`src/rtl/pbuf_pkg.sv`:
```
package pbuf_pkg;
    localparam int unsigned SAMPLE_W = 16;

    typedef enum logic [1:0] {
        MODE_DIRECT = 2'b00,
        MODE_BUF_A  = 2'b01,
        MODE_BUF_B  = 2'b10,
        MODE_BUF_C  = 2'b11
    } pb_mode_e;

    typedef struct packed {
        logic [SAMPLE_W-1:0] left;
        logic [SAMPLE_W-1:0] right;
    } frame_t;

    localparam int unsigned FRAME_W = $bits(frame_t);
    localparam frame_t MIDSCALE = '{left: '0, right: '0};
endpackage

```
`src/rtl/pbuf_ptr.sv`:
```
module pbuf_ptr #(
    parameter  int unsigned DEPTH = 16,
    localparam int unsigned AW    = (DEPTH > 1) ? $clog2(DEPTH) : 1,
    localparam int unsigned CW    = $clog2(DEPTH + 1)
) (
    input  logic          clk,
    input  logic          rst_n,
    input  logic          flush,
    input  logic          push,
    input  logic          pop,
    output logic          wr_en,
    output logic [AW-1:0] wr_ptr,
    output logic [AW-1:0] rd_ptr,
    output logic          empty,
    output logic          full,
    output logic          pop_ok,
    output logic          overrun_evt,
    output logic          underrun_evt
);
    typedef struct packed {
        logic [AW-1:0] wr;
        logic [AW-1:0] rd;
        logic [CW-1:0] cnt;
    } ptr_st_t;

    ptr_st_t st_d, st_q;
    logic    push_ok;

    function automatic logic [AW-1:0] bump(input logic [AW-1:0] p);
        return (p == AW'(DEPTH - 1)) ? '0 : p + 1'b1;
    endfunction

    always_comb begin
        empty        = (st_q.cnt == '0);
        full         = (st_q.cnt == CW'(DEPTH));
        pop_ok       = pop & ~empty;
        push_ok      = push & (~full | pop_ok);
        underrun_evt = pop & empty;
        overrun_evt  = push & ~push_ok;
        wr_en        = push_ok;
        wr_ptr       = st_q.wr;
        rd_ptr       = st_q.rd;

        st_d = st_q;
        if (flush) begin
            st_d = '0;
        end else begin
            if (push_ok) st_d.wr = bump(st_q.wr);
            if (pop_ok)  st_d.rd = bump(st_q.rd);
            unique case ({push_ok, pop_ok})
                2'b10:   st_d.cnt = st_q.cnt + 1'b1;
                2'b01:   st_d.cnt = st_q.cnt - 1'b1;
                default: st_d.cnt = st_q.cnt;
            endcase
        end
    end

    always_ff @(posedge clk or negedge rst_n) begin
        if (!rst_n) st_q <= '0;
        else        st_q <= st_d;
    end
endmodule

```
`src/rtl/pbuf_store.sv`:
```
module pbuf_store #(
    parameter  int unsigned DEPTH = 16,
    parameter  int unsigned W     = 32,
    localparam int unsigned AW    = (DEPTH > 1) ? $clog2(DEPTH) : 1
) (
    input  logic          clk,
    input  logic          we,
    input  logic [AW-1:0] waddr,
    input  logic [W-1:0]  wdata,
    input  logic [AW-1:0] raddr,
    output logic [W-1:0]  rdata
);
    logic [W-1:0] mem [DEPTH];

    for (genvar i = 0; i < DEPTH; i++) begin : g_entry
        always_ff @(posedge clk) begin
            if (we && (waddr == AW'(i))) mem[i] <= wdata;
        end
    end

    assign rdata = mem[raddr];
endmodule

```
`src/rtl/pbuf_out.sv`:
```
module pbuf_out
    import pbuf_pkg::*;
(
    input  logic   clk,
    input  logic   rst_n,
    input  logic   bypass,
    input  logic   push,
    input  frame_t push_frame,
    input  logic   pop_ok,
    input  frame_t head_frame,
    input  logic   underrun_evt,
    input  logic   overrun_evt,
    input  logic   zero_fill,
    input  logic   clr_uf,
    input  logic   clr_ov,
    output frame_t dac_frame,
    output logic   uf_flag,
    output logic   ov_flag
);
    typedef struct packed {
        frame_t smp;
        logic   uf;
        logic   ov;
    } out_st_t;

    out_st_t st_d, st_q;

    always_comb begin
        st_d = st_q;
        if (bypass) begin
            if (push) st_d.smp = push_frame;
        end else if (pop_ok) begin
            st_d.smp = head_frame;
        end else if (underrun_evt && zero_fill) begin
            st_d.smp = MIDSCALE;
        end
        st_d.uf = (st_q.uf & ~clr_uf) | underrun_evt;
        st_d.ov = (st_q.ov & ~clr_ov) | overrun_evt;
    end

    always_ff @(posedge clk or negedge rst_n) begin
        if (!rst_n) st_q <= '{smp: MIDSCALE, uf: 1'b0, ov: 1'b0};
        else        st_q <= st_d;
    end

    assign dac_frame = st_q.smp;
    assign uf_flag   = st_q.uf;
    assign ov_flag   = st_q.ov;
endmodule

```
`src/rtl/playback_buffer.sv`:
```
module playback_buffer
    import pbuf_pkg::*;
#(
    parameter  int unsigned DEPTH = 16,
    localparam int unsigned AW    = (DEPTH > 1) ? $clog2(DEPTH) : 1
) (
    input  logic                clk,
    input  logic                rst_n,
    input  logic [1:0]          mode_i,
    input  logic                zero_fill_i,
    input  logic                push_i,
    input  logic [SAMPLE_W-1:0] push_left_i,
    input  logic [SAMPLE_W-1:0] push_right_i,
    output logic                host_req_o,
    input  logic                tick_i,
    output logic [SAMPLE_W-1:0] dac_left_o,
    output logic [SAMPLE_W-1:0] dac_right_o,
    output logic                underflow_o,
    output logic                overrun_o,
    input  logic                clr_underflow_i,
    input  logic                clr_overrun_i
);
    logic          bypass;
    logic          fifo_push, fifo_pop;
    logic          wr_en, fifo_empty, fifo_full, pop_ok;
    logic          ov_evt, ur_evt;
    logic [AW-1:0] wr_ptr, rd_ptr;
    frame_t        push_frame, head_frame, dac_frame;

    assign bypass     = (pb_mode_e'(mode_i) == MODE_DIRECT);
    assign fifo_push  = push_i & ~bypass;
    assign fifo_pop   = tick_i & ~bypass;
    assign push_frame = '{left: push_left_i, right: push_right_i};

    pbuf_ptr #(.DEPTH(DEPTH)) u_ptr (
        .clk         (clk),
        .rst_n       (rst_n),
        .flush       (bypass),
        .push        (fifo_push),
        .pop         (fifo_pop),
        .wr_en       (wr_en),
        .wr_ptr      (wr_ptr),
        .rd_ptr      (rd_ptr),
        .empty       (fifo_empty),
        .full        (fifo_full),
        .pop_ok      (pop_ok),
        .overrun_evt (ov_evt),
        .underrun_evt(ur_evt)
    );

    pbuf_store #(.DEPTH(DEPTH), .W(FRAME_W)) u_store (
        .clk  (clk),
        .we   (wr_en),
        .waddr(wr_ptr),
        .wdata(push_frame),
        .raddr(rd_ptr),
        .rdata(head_frame)
    );

    pbuf_out u_out (
        .clk         (clk),
        .rst_n       (rst_n),
        .bypass      (bypass),
        .push        (push_i),
        .push_frame  (push_frame),
        .pop_ok      (pop_ok),
        .head_frame  (head_frame),
        .underrun_evt(ur_evt),
        .overrun_evt (ov_evt),
        .zero_fill   (zero_fill_i),
        .clr_uf      (clr_underflow_i),
        .clr_ov      (clr_overrun_i),
        .dac_frame   (dac_frame),
        .uf_flag     (underflow_o),
        .ov_flag     (overrun_o)
    );

    assign host_req_o  = bypass | ~fifo_full;
    assign dac_left_o  = dac_frame.left;
    assign dac_right_o = dac_frame.right;
endmodule

```
`config.mk`:
```
export PLATFORM = sky130hd
export DESIGN_NAME = playback_buffer
export DESIGN_NICKNAME = d
export VERILOG_FILES = /design/src/rtl/pbuf_pkg.sv /design/src/rtl/pbuf_ptr.sv /design/src/rtl/pbuf_store.sv /design/src/rtl/pbuf_out.sv /design/src/rtl/playback_buffer.sv
export SDC_FILE = /design/constraint.sdc
export NUM_CORES = 1
export LEC_CHECK = 0
export CAP_MARGIN = 20
export CORE_MARGIN = 2
export CORE_UTILIZATION = 23
export CTS_CLUSTER_SIZE = 30
export DETAILED_ROUTE_END_ITERATION = 7
export GPL_ROUTABILITY_DRIVEN = 0
export SLEW_MARGIN = 20
export SYNTH_ARGS = -nofsm -noshare
export SYNTH_HDL_FRONTEND = slang
export SYNTH_HIERARCHICAL = 1
export SYNTH_SLANG_ARGS = --single-unit
```
`constraint.sdc`:
```
create_clock -name clk -period 5.14 [get_ports clk]
set_input_delay 0.514 -clock clk [delete_from_list [all_inputs] [get_ports clk]]
set_output_delay 0.514 -clock clk [all_outputs]
set_load 0.02 [all_outputs]
```
==> qor.csv, run 1 <==
stage,metric,value,unit
final_layout,fillcell total,9304,
worst_setup_path,end of the critical path,u_store/mem[2][6],
detailed_routing,Avg WL per Cell,20.34,um
cts,CTS Hold Bufs,0,
final_layout,"most common cell after layout, fill and taps aside",edfxtp_1,
worst_setup_path,worst endpoint data arrival time,3.63,ns
cts,clock sink count,559,
sta,"Setup violations, final",0,
grt,antenna violations before repair,1,
worst_setup_path,kind of critical path,input port to flop,
sta,Least-Margin Pin Slew,1.148,ns
die,row count,113,
yosys,Yosys cell types,52,
worst_setup_path,WP buf/inv,2,
grt,gr usage total,0.1010,
placed_design,port buffer count,75,
cts,H-tree depth,2,
worst_setup_path,CP Depth,7,
sta,Fin Clk Skew,0.02925,ns
yosys,dominant synthesized flop cell,edfxtp_1,
placed_design,detailed placement HPWL,29860,um
final_layout,ANT cells,0,
worst_setup_path,Crit path largest cell delay,0.84,ns
worst_setup_path,slowest CP cell,nor2_4,
final_layout,multi-input logic area,5176,um^2
min_path,hold crit path type,input port to asynchronous set/reset pin,
sta,relative slew slack,0.2348,
final_layout,final core occ,0.2746,
die,Ports,76,
cts,TritonCTS clock tree,done,
worst_setup_path,crit path launch,mode_i[1],
pwr,Pleak,8.170,nW
sta,RSZ-0062 raised after global routing,no,
sta,FMAX,292.4,MHz
yosys,Syn Inst Count,1038,
worst_setup_path,origin of the critical flop-to-flop path,u_ptr/st_q[3],
final_layout,most frequent cells in the layout,"edfxtp_1, mux4_2, clkdlybuf4s50_1, a22oi_1, clkbuf_16",
detailed_routing,DR iter-0 viols,998,
sta,Max Slew Vio Count,0,
final_layout,non-filler instance count after layout,2441,
die,Die X,313.3,um
yosys,dominant cell type by area after synthesis,edfxtp_1,
grt,largest net degree at the start of global routing,57,
yosys,"Seq/Total Area, Yosys",0.7523,
grt,grt ovf,0,
pwr,PnR Total Power,12.41,mW
cts,post-CTS sizing,0,
worst_setup_path,element type at the critical path end,flop,
worst_setup_path,CP Max Fanout,32,
sta,crit share post-route,0.6655,
grt,vias in the first global route,11052,
sta,Fin Setup TNS,0,ns
detailed_routing,Total Wirelength,49660,um
sta,"Hold Vio Cnt, Final",0,
cts,worst skew pair latency,0.61,ns
cts,Clock Tree Root,clkbuf_16,
die,Die H,313.3,um
die,Die ar.,98140,um^2
pwr,pwr dens,476.5,nW/um^2
yosys,Syn Area/Cell,21.19,um^2
yosys,Synth Cell Area,22000,um^2
detailed_routing,Detail Route Antenna Nets,0,
yosys,YS warnings,6,
die,Core Area,94870,um^2
worst_setup_path,WP data required,5.34,ns
worst_setup_path,R2R Path End,u_out/dac_frame[17],
die,Starting Density,0.2319,
worst_setup_path,critical path launch point type,input port,
cts,clk slew on worst S/H paths,0.06,ns
yosys,post-synth top area share,0.6989,
detailed_routing,via count,10473,
worst_setup_path,r2r setup slk,1.90,ns
yosys,Yosys reg bits,559,
worst_setup_path,crit-path cells,"clkdlybuf4s50_1, o21a_1, nand2b_1, o21ai_1, inv_1, or3b_2, nor2_4",
yosys,top post-synthesis cells by area,"edfxtp_1, mux4_2, dfrtp_1",
sta,Period minus WS final,3.420,ns
cts,Max clock buf depth,3,
worst_setup_path,top cell family by delay on the critical path,simple AND/OR/NAND/NOR gates,
run,max-cap viol count,0,
final_layout,layout cells sized above 1,0.2577,
run_status,status,"complete, no violations",
final_layout,FF/Latch Area,16560,um^2
cts,CTS Buf Count,55,
grt,first-pass GRT wire length,74190,um
sta,Hold Slack,0.07032,ns
pwr,peak supply drop,0.2124,mV
yosys,Syn Nets,1085,
worst_setup_path,Worst Reg-to-Reg Cells,7,
detailed_routing,TritonRoute pass-1 iters,5,
detailed_routing,post-route DRC violation count,0,
cts,postcts setup bufs,0,
detailed_routing,DR vias/cell,4.290,
final_layout,net count reported at finish,1178,
yosys,ys async rst share,0.08408,
placed_design,Placed Instances,2339,
yosys,number of synthesized flops with an enable pin,512,
final_layout,area grow syn2layout,18.43,%
-- area by class of cell --
| class | count | area share |
|---|---|---|
| inverters | 10 | 0.001441 |
| clock buffers | 62 | 0.05465 |
| well taps | 1265 | 0.06075 |
| multi-input cells | 404 | 0.1987 |
| clock inverters | 40 | 0.01138 |
| flip-flops and latches | 559 | 0.6355 |
| repair buffers | 101 | 0.03755 |
-- worst min path at each step --
stage	from	to	depth (start not counted)
final	rst_n	u_out/dac_frame[29]	2
after global routing	rst_n	u_ptr/st_q[1]	2
after CTS	rst_n	u_out/dac_frame[29]	2
after detailed placement	u_out/uf_flag	u_out/uf_flag	1
after global placement	u_out/uf_flag	u_out/uf_flag	1
after floorplan	rst_n	u_out/dac_frame[0]	0
-- sequential cells by signal, summed over array words and instances (netlist names) --
register         count
u_ptr/rd_ptr         4
u_out/dac_frame     32
u_store/mem        512
u_out/ov_flag        1
u_out/uf_flag        1
u_ptr/wr_ptr         4
u_ptr/st_q           5
-- synthesized netlist by cell type, types with 5 or more instances --
library cell,instances
edfxtp_1,512
mux4_2,128
a22oi_1,64
dfrtp_1,47
nand2_1,42
a22o_1,30
mux2_4,30
clkbuf_1,23
nor2_1,20
buf_4,17
buf_1,11
a21oi_1,10
inv_1,10
buf_2,9
nor2b_1,6
ha_1,5
nand3_1,5
nor3_1,5
o21ai_0,5
-- power breakdown --
group | switching [mW] | total (mW) | internal [mW]
Combinational | 1.42 | 2.94 | 1.53
Clock | 1.69 | 3.84 | 2.14
Sequential | 0.347 | 5.63 | 5.29
Total | 3.46 | 12.4 | 8.96
-- metrics by stage --
| stage | worst slack, ns | cell area [um^2] |
|---|---|---|
| floorplan | 0.7692 | 22000 |
| global placement | 1.205 | 24330 |
| detailed placement | 1.150 | 24330 |
| CTS | 1.774 | 26050 |
| global route | 1.546 | 26050 |
| finish | 1.720 | 26050 |
-- logic make-up after synthesis --
group | synth area share
xor+xnor | 0.001195
flops | 0.7523
simple gates | 0.02053
mux | 0.1544
compound gates | 0.04868
buf+inv | 0.01911
fa+ha+maj | 0.003754
-- metal layers --
layer | global-route usage | share of wire | up-vias
li1 | - | - | 4520
met1 | 0.1408 | 0.45 | 5578
met2 | 0.1590 | 0.47 | 320
met3 | 0.02336 | 0.067 | 55
met4 | 0.02566 | 0.016 | 0
met5 | 0 | 0 | -
No activity file was read; power rests on OpenSTA's default activity.
==> run 2, diff against run 1 <==
- clock period: 5.14 -> 3.4 ns (I/O delays scaled with it)
==> qor.csv, run 2 (synthesis results as in run 1) <==
stage,metric,value,unit,change
run_status,status,"complete, no violations",,
final_layout,final instance area,26580,um^2,+2.0%
final_layout,net count reported at finish,1202,,+2.0%
die,Die ar.,98140,um^2,unchanged
placed_design,Placed Instances,2361,,+0.94%
sta,crit share post-route,0.8418,,
min_path,Hold Path Origin,clr_overrun_i,,
grt,antenna violations before repair,6,,+5
die,Ports,76,,unchanged
final_layout,fillcell total,9208,,-1.0%
final_layout,FF/Latch Area,16560,um^2,unchanged
sta,RSZ-0062 raised after global routing,no,,
detailed_routing,via count,10766,,+2.8%
cts,Clock Tree Root,clkbuf_16,,
die,Die X,313.3,um,unchanged
die,Starting Density,0.2319,,unchanged
worst_setup_path,critical path launch point type,flop,,
detailed_routing,Total Wirelength,50430,um,+1.5%
final_layout,Top reg by flops,u_store/mem,,
detailed_routing,DR vias/cell,4.366,,+1.8%
cts,post-CTS sizing,0,,unchanged
sta,"Hold Vio Cnt, Final",0,,unchanged
worst_setup_path,element type at the critical path end,flop,,
detailed_routing,Avg WL per Cell,20.45,um,+0.51%
cts,clock sink count,559,,unchanged
pwr,Pleak,8.395,nW,+2.8%
final_layout,Largest register FFs,512,,unchanged
detailed_routing,Detail Route Antenna Nets,0,,unchanged
cts,Max clock buf depth,3,,unchanged
pwr,peak supply drop,0.4685,mV,+120%
die,Die H,313.3,um,unchanged
sta,Period minus WS final,2.862,ns,
final_layout,layout cells sized above 1,0.2706,,+0.01295
die,Core Area,94870,um^2,unchanged
sta,Least-Margin Pin Slew,0.7152,ns,-0.4326 ns
worst_setup_path,crit path launch,u_ptr/st_q[0],,
worst_setup_path,worst endpoint data arrival time,3.36,ns,-0.27 ns
detailed_routing,DR iter-0 viols,874,,-12%
worst_setup_path,WP data required,3.90,ns,-1.44 ns
cts,CTS Hold Bufs,1,,+1
final_layout,"most common cell after layout, fill and taps aside",edfxtp_1,,
cts,clk slew on worst S/H paths,0.06,ns,about the same
detailed_routing,TritonRoute pass-1 iters,5,,unchanged
cts,TritonCTS clock tree,done,,
grt,gr usage total,0.1019,,+0.0008294
final_layout,ANT cells,0,,unchanged
sta,Fin Setup TNS,0,ns,unchanged
placed_design,Placed Instance Area,24700,um^2,+1.5%
detailed_routing,post-route DRC violation count,0,,unchanged
sta,"Setup violations, final",0,,unchanged
sta,FMAX,349.4,MHz,
sta,Hold Slack,0.3132,ns,+0.2429 ns
grt,grt ovf,0,,unchanged
cts,worst skew pair latency,0.61,ns,about the same
die,row count,113,,unchanged
placed_design,port buffer count,75,,unchanged
min_path,hold crit path type,input port to flop,,
sta,Fin Clk Skew,0.02127,ns,-0.007987 ns
worst_setup_path,kind of critical path,flop to flop,,
final_layout,non-filler instance count after layout,2466,,+1.0%
grt,vias in the first global route,11181,,+1.2%
cts,postcts setup bufs,0,,unchanged
grt,largest net degree at the start of global routing,48,,-16%
pwr,pwr dens,727.5,nW/um^2,+53%
sta,Max Slew Vio Count,0,,unchanged
sta,relative slew slack,0.5232,,+0.2884
cts,CTS Buf Count,56,,+1.8%
final_layout,area grow syn2layout,20.82,%,
final_layout,final core occ,0.2802,,+0.005553
final_layout,most frequent cells in the layout,"edfxtp_1, mux4_2, clkdlybuf4s50_1, a22oi_1, clkbuf_16",,
placed_design,detailed placement HPWL,29330,um,-1.8%
worst_setup_path,CP Max Fanout,11,,-66%
grt,first-pass GRT wire length,74860,um,+0.90%
run,max-cap viol count,0,,unchanged
final_layout,multi-input logic area,5201,um^2,+0.48%
cts,H-tree depth,2,,unchanged
worst_setup_path,origin of the critical flop-to-flop path,u_ptr/st_q[0],,
-- run 2: cell types whose count changed in the layout (fill, tap and decap cells not counted), moves of 3 or more --
cell / previous run / this run
buf_4: 23 / 32
nor3_2: 4 / 0
clkbuf_1: 6 / 9
buf_12: 3 / 17
nor3_4: 0 / 4
bufinv_16: 3 / 8
-- run 2: where the power goes --
part	switching, mW	leakage [nW]	internal (mW)	total (mW)
clock	2.60	0.908	3.65	6.24
combinational	2.32	2.26	2.42	4.74
sequential	0.360	5.23	7.99	8.35
-- run 2: metrics by stage --
| step | worst slack, ns | power (mW) |
|---|---|---|
| 4_1_cts | 0.5446 | 19.59 |
| 6_report | 0.5379 | 19.34 |
| 3_3_place_gp | 0.2346 | 13.26 |
| 3_5_place_dp | 0.2261 | 13.31 |
| 2_1_floorplan | 0.06038 | 11.72 |
| 5_1_grt | 0.4017 | 20.18 |
-- run 2: worst max-delay path, cell delays in order, from the launching register on --
cell and delay (ns):
dfrtp_1 0.48, or4_4 0.62, o21ai_4 0.27, inv_1 0.15, ha_1 0.35, a21oi_1 0.31, nand3_1 0.14, a32o_1 0.30
o21a_1 0.16
-- run 2: path summary, 6_finish.rpt --
check / cells after the start / to / slack, ns
worst min register to register: 1 / u_out/uf_flag / 0.48
worst min-delay path: 3 / u_out/ov_flag / 0.31
max in group asynchronous: 3 / u_out/dac_frame[19] / 2.45
min in group asynchronous: 2 / u_out/dac_frame[29] / 0.32
worst max-delay path: 8 / u_ptr/st_q[4] / 0.54
worst max register to register: 8 / u_ptr/st_q[4] / 0.54
-- run 2: final cells by class --
class	instances	share of cell area
sequential	559	0.6230
multi-input combinational	404	0.1957
tap	1265	0.05955
clock buffer	65	0.05399
timing repair buffer	124	0.05008
clock inverter	39	0.01633
inverter	10	0.001412
-- run 2: per-layer routing --
| layer | vias to the layer above | global-route usage | share of wire |
|---|---|---|---|
| met3 | 76 | 0.02561 | 0.072 |
| met4 | 12 | 0.02468 | 0.017 |
| met2 | 345 | 0.1593 | 0.46 |
| li1 | 4577 | - | - |
| met5 | - | 0 | 0.0013 |
| met1 | 5756 | 0.1420 | 0.45 |
==> run 3, diff against run 2 <==
- clock period: 3.4 -> 2.5 ns (I/O delays scaled with it)
==> qor.csv, run 3 (synthesis results as in run 1) <==
stage,metric,value,unit,change
grt,GR Util met1,0.1453,,+0.003371
final_layout,most frequent cells in the layout,"edfxtp_1, mux4_2, buf_4, clkdlybuf4s50_1, a22oi_1",,
placed_design,detailed placement HPWL,33290,um,+13%
worst_setup_path,kind of critical path,flop to flop,,
sta,Hold Slack,0.2230,ns,-0.09021 ns
final_layout,Top reg by flops,u_store/mem,,
sta,crit share post-route,1.001,,+0.1594
grt,met3 usage,0.02898,,+0.003374
worst_setup_path,worst endpoint data arrival time,3.00,ns,-0.36 ns
die,Die H,313.3,um,unchanged
sta,Least-Margin Pin Slew,0.7326,ns,+0.01737 ns
die,Ports,76,,unchanged
run_status,status,"finished, violations left",,
final_layout,net count reported at finish,1288,,+7.2%
detailed_routing,Total Wirelength,54090,um,+7.3%
sta,"Setup violations, final",1,,+1
final_layout,ANT cells,0,,unchanged
sta,"Hold Vio Cnt, Final",0,,unchanged
worst_setup_path,element type at the critical path end,flop,,
cts,clk slew on worst S/H paths,0.06,ns,about the same
grt,global route hottest layer,met2,,
final_layout,area grow syn2layout,26.26,%,
final_layout,layout cells sized above 1,0.3289,,+0.05832
cts,worst skew pair latency,0.62,ns,about the same
detailed_routing,post-route DRC violation count,0,,unchanged
pwr,pwr dens,976.5,nW/um^2,+34%
detailed_routing,DR iter-0 viols,1047,,+20%
grt,gr usage total,0.1074,,+0.005491
sta,FMAX,399.5,MHz,+14%
sta,Period minus WS final,2.503,ns,-0.3592 ns
worst_setup_path,WP data required,3.00,ns,-0.90 ns
die,Core Area,94870,um^2,unchanged
run_status,failing checks,setup timing,,
final_layout,fillcell total,9182,,-0.28%
final_layout,"most common cell after layout, fill and taps aside",edfxtp_1,,
grt,first-pass GRT wire length,77930,um,+4.1%
cts,H-tree depth,2,,unchanged
die,row count,113,,unchanged
pwr,Reg power frac,0.418,,-0.014
detailed_routing,Detail Route Antenna Nets,0,,unchanged
placed_design,port buffer count,75,,unchanged
worst_setup_path,CP Max Fanout,4,,-7
pwr,Combinational Power Share,0.276,,+0.031
die,Starting Density,0.2319,,unchanged
placed_design,Placed Instance Area,25740,um^2,+4.2%
placed_design,Setup WS pre-CTS,-0.2704,ns,-0.4965 ns
final_layout,Largest register FFs,512,,unchanged
sta,final worst slack,-0.002898,ns,-0.5408 ns
min_path,hold crit path type,input port to asynchronous set/reset pin,,
sta,Max Slew Vio Count,0,,unchanged
pwr,Net Sw Frac,0.2744,,+0.001453
grt,vias in the first global route,11480,,+2.7%
pwr,Int Pwr,19.68,mW,+40%
pwr,Pleak,8.940,nW,+6.5%
detailed_routing,TritonRoute pass-1 iters,5,,unchanged
pwr,peak supply drop,0.6319,mV,+35%
die,Die X,313.3,um,unchanged
sta,Fin Clk Skew,0.01966,ns,-0.001603 ns
sta,relative slew slack,0.5106,,-0.01262
cts,CTS Buf Count,55,,-1.8%
final_layout,final instance area,27780,um^2,+4.5%
sta,RSZ-0062 raised after global routing,yes,,
die,Die ar.,98140,um^2,unchanged
detailed_routing,DR vias/cell,4.352,,-0.32%
pwr,clock share of power,0.307,,-0.016
pwr,P_sw,7.444,mW,+41%
worst_setup_path,critical path launch point type,flop,,
cts,TritonCTS clock tree,done,,
grt,largest net degree at the start of global routing,37,,-23%
run,max-cap viol count,0,,unchanged
cts,Clock Tree Root,clkbuf_16,,
detailed_routing,via count,11102,,+3.1%
final_layout,final core occ,0.2928,,+0.01261
cts,Max clock buf depth,3,,unchanged
grt,grt ovf,0,,unchanged
cts,clock sink count,559,,unchanged
grt,grt met2 use,0.1730,,+0.01363
detailed_routing,Avg WL per Cell,21.20,um,+3.7%
grt,antenna violations before repair,1,,-5
run 3: changes by cell type in the layout (fill, tap and decap cells not counted), moves of 2 or more:
cell and change:
clkinv_1 -2, ha_4 +3, buf_4 +49, buf_6 +2, ha_1 -3, clkinv_2 -3
clkinvlp_4 -2, clkbuf_1 +5, inv_1 -2, dfrtp_2 +3, clkbuf_16 +2, buf_12 +32
dfrtp_1 -3
run 3: critical path, cell delays in order (launching register included):
cell	delay [ns]
dfrtp_2	0.40
or4_4	0.57
o21ai_4	0.21
inv_4	0.07
ha_4	0.29
a21oi_1	0.13
a211o_1	0.33
a32o_1	0.22
o21a_1	0.16
run 3: per-layer routing:
metal  vias up  routed length [um]
li1       4751                   -
met5         -                  13
met4         2                 877
met2       356               25910
met3        70                4082
met1      5923               23210
run 3: path summary, 6_finish.rpt:
path / startpoint / end / slack (ns) / depth (start not counted)
min reg2reg: u_out/ov_flag / u_out/ov_flag / 0.48 / 1
min in group clk: clr_underflow_i / u_out/uf_flag / 0.22 / 3
max reg2reg: u_ptr/st_q[2] / u_ptr/st_q[4] / -0.003 / 8
max: u_ptr/st_q[2] / u_ptr/st_q[4] / -0.003 / 8
max in group asynchronous: rst_n / u_ptr/rd_ptr[1] / 1.58 / 3
min: rst_n / u_out/dac_frame[16] / 0.22 / 2
run 3: cell type report:
type / instances / area [um^2] / area share
clock inverter: 32 / 375.4 / 0.01351
clock buffer: 70 / 1454 / 0.05234
sequential: 559 / 16560 / 0.5963
tap: 1265 / 1583 / 0.05698
timing repair buffer: 211 / 2444 / 0.08797
inverter: 10 / 40.04 / 0.001441
multi-input combinational: 404 / 5319 / 0.1915
run 3: what timing repair did:
| action | 4_1_cts | 5_1_grt |
|---|---|---|
| gates resized for setup | 7 | 7 |
| hold endpoints to repair | 17 | 0 |
| hold buffers | 1 | 0 |
| cloned | 0 | 3 |
| buffers inserted | 3 | 3 |
| pin swaps | 5 | 9 |
| endpoints found under the setup margin | 5 | 21 |
run 3: power groups by stage:
stage,logic (mW),clock network (mW),registers [mW]
final,7.48,8.31,11.3
after floorplan,4.34,0,11.7
after CTS,7.41,8.54,11.3
after global routing,7.99,8.89,11.4
after global placement,7.27,0,11.5
after detailed placement,7.32,0,11.5
run 3: per-stage QoR:
step | total power, mW | TNS (ns) | cells
after CTS | 27.29 | -0.01120 | 2546
after detailed placement | 18.84 | -32.07 | 2440
final | 27.13 | -0.002898 | 2551
after global routing | 28.27 | -0.1262 | 2551
after floorplan | 16.00 | -96.75 | 1038
after global placement | 18.77 | -28.26 | 2440
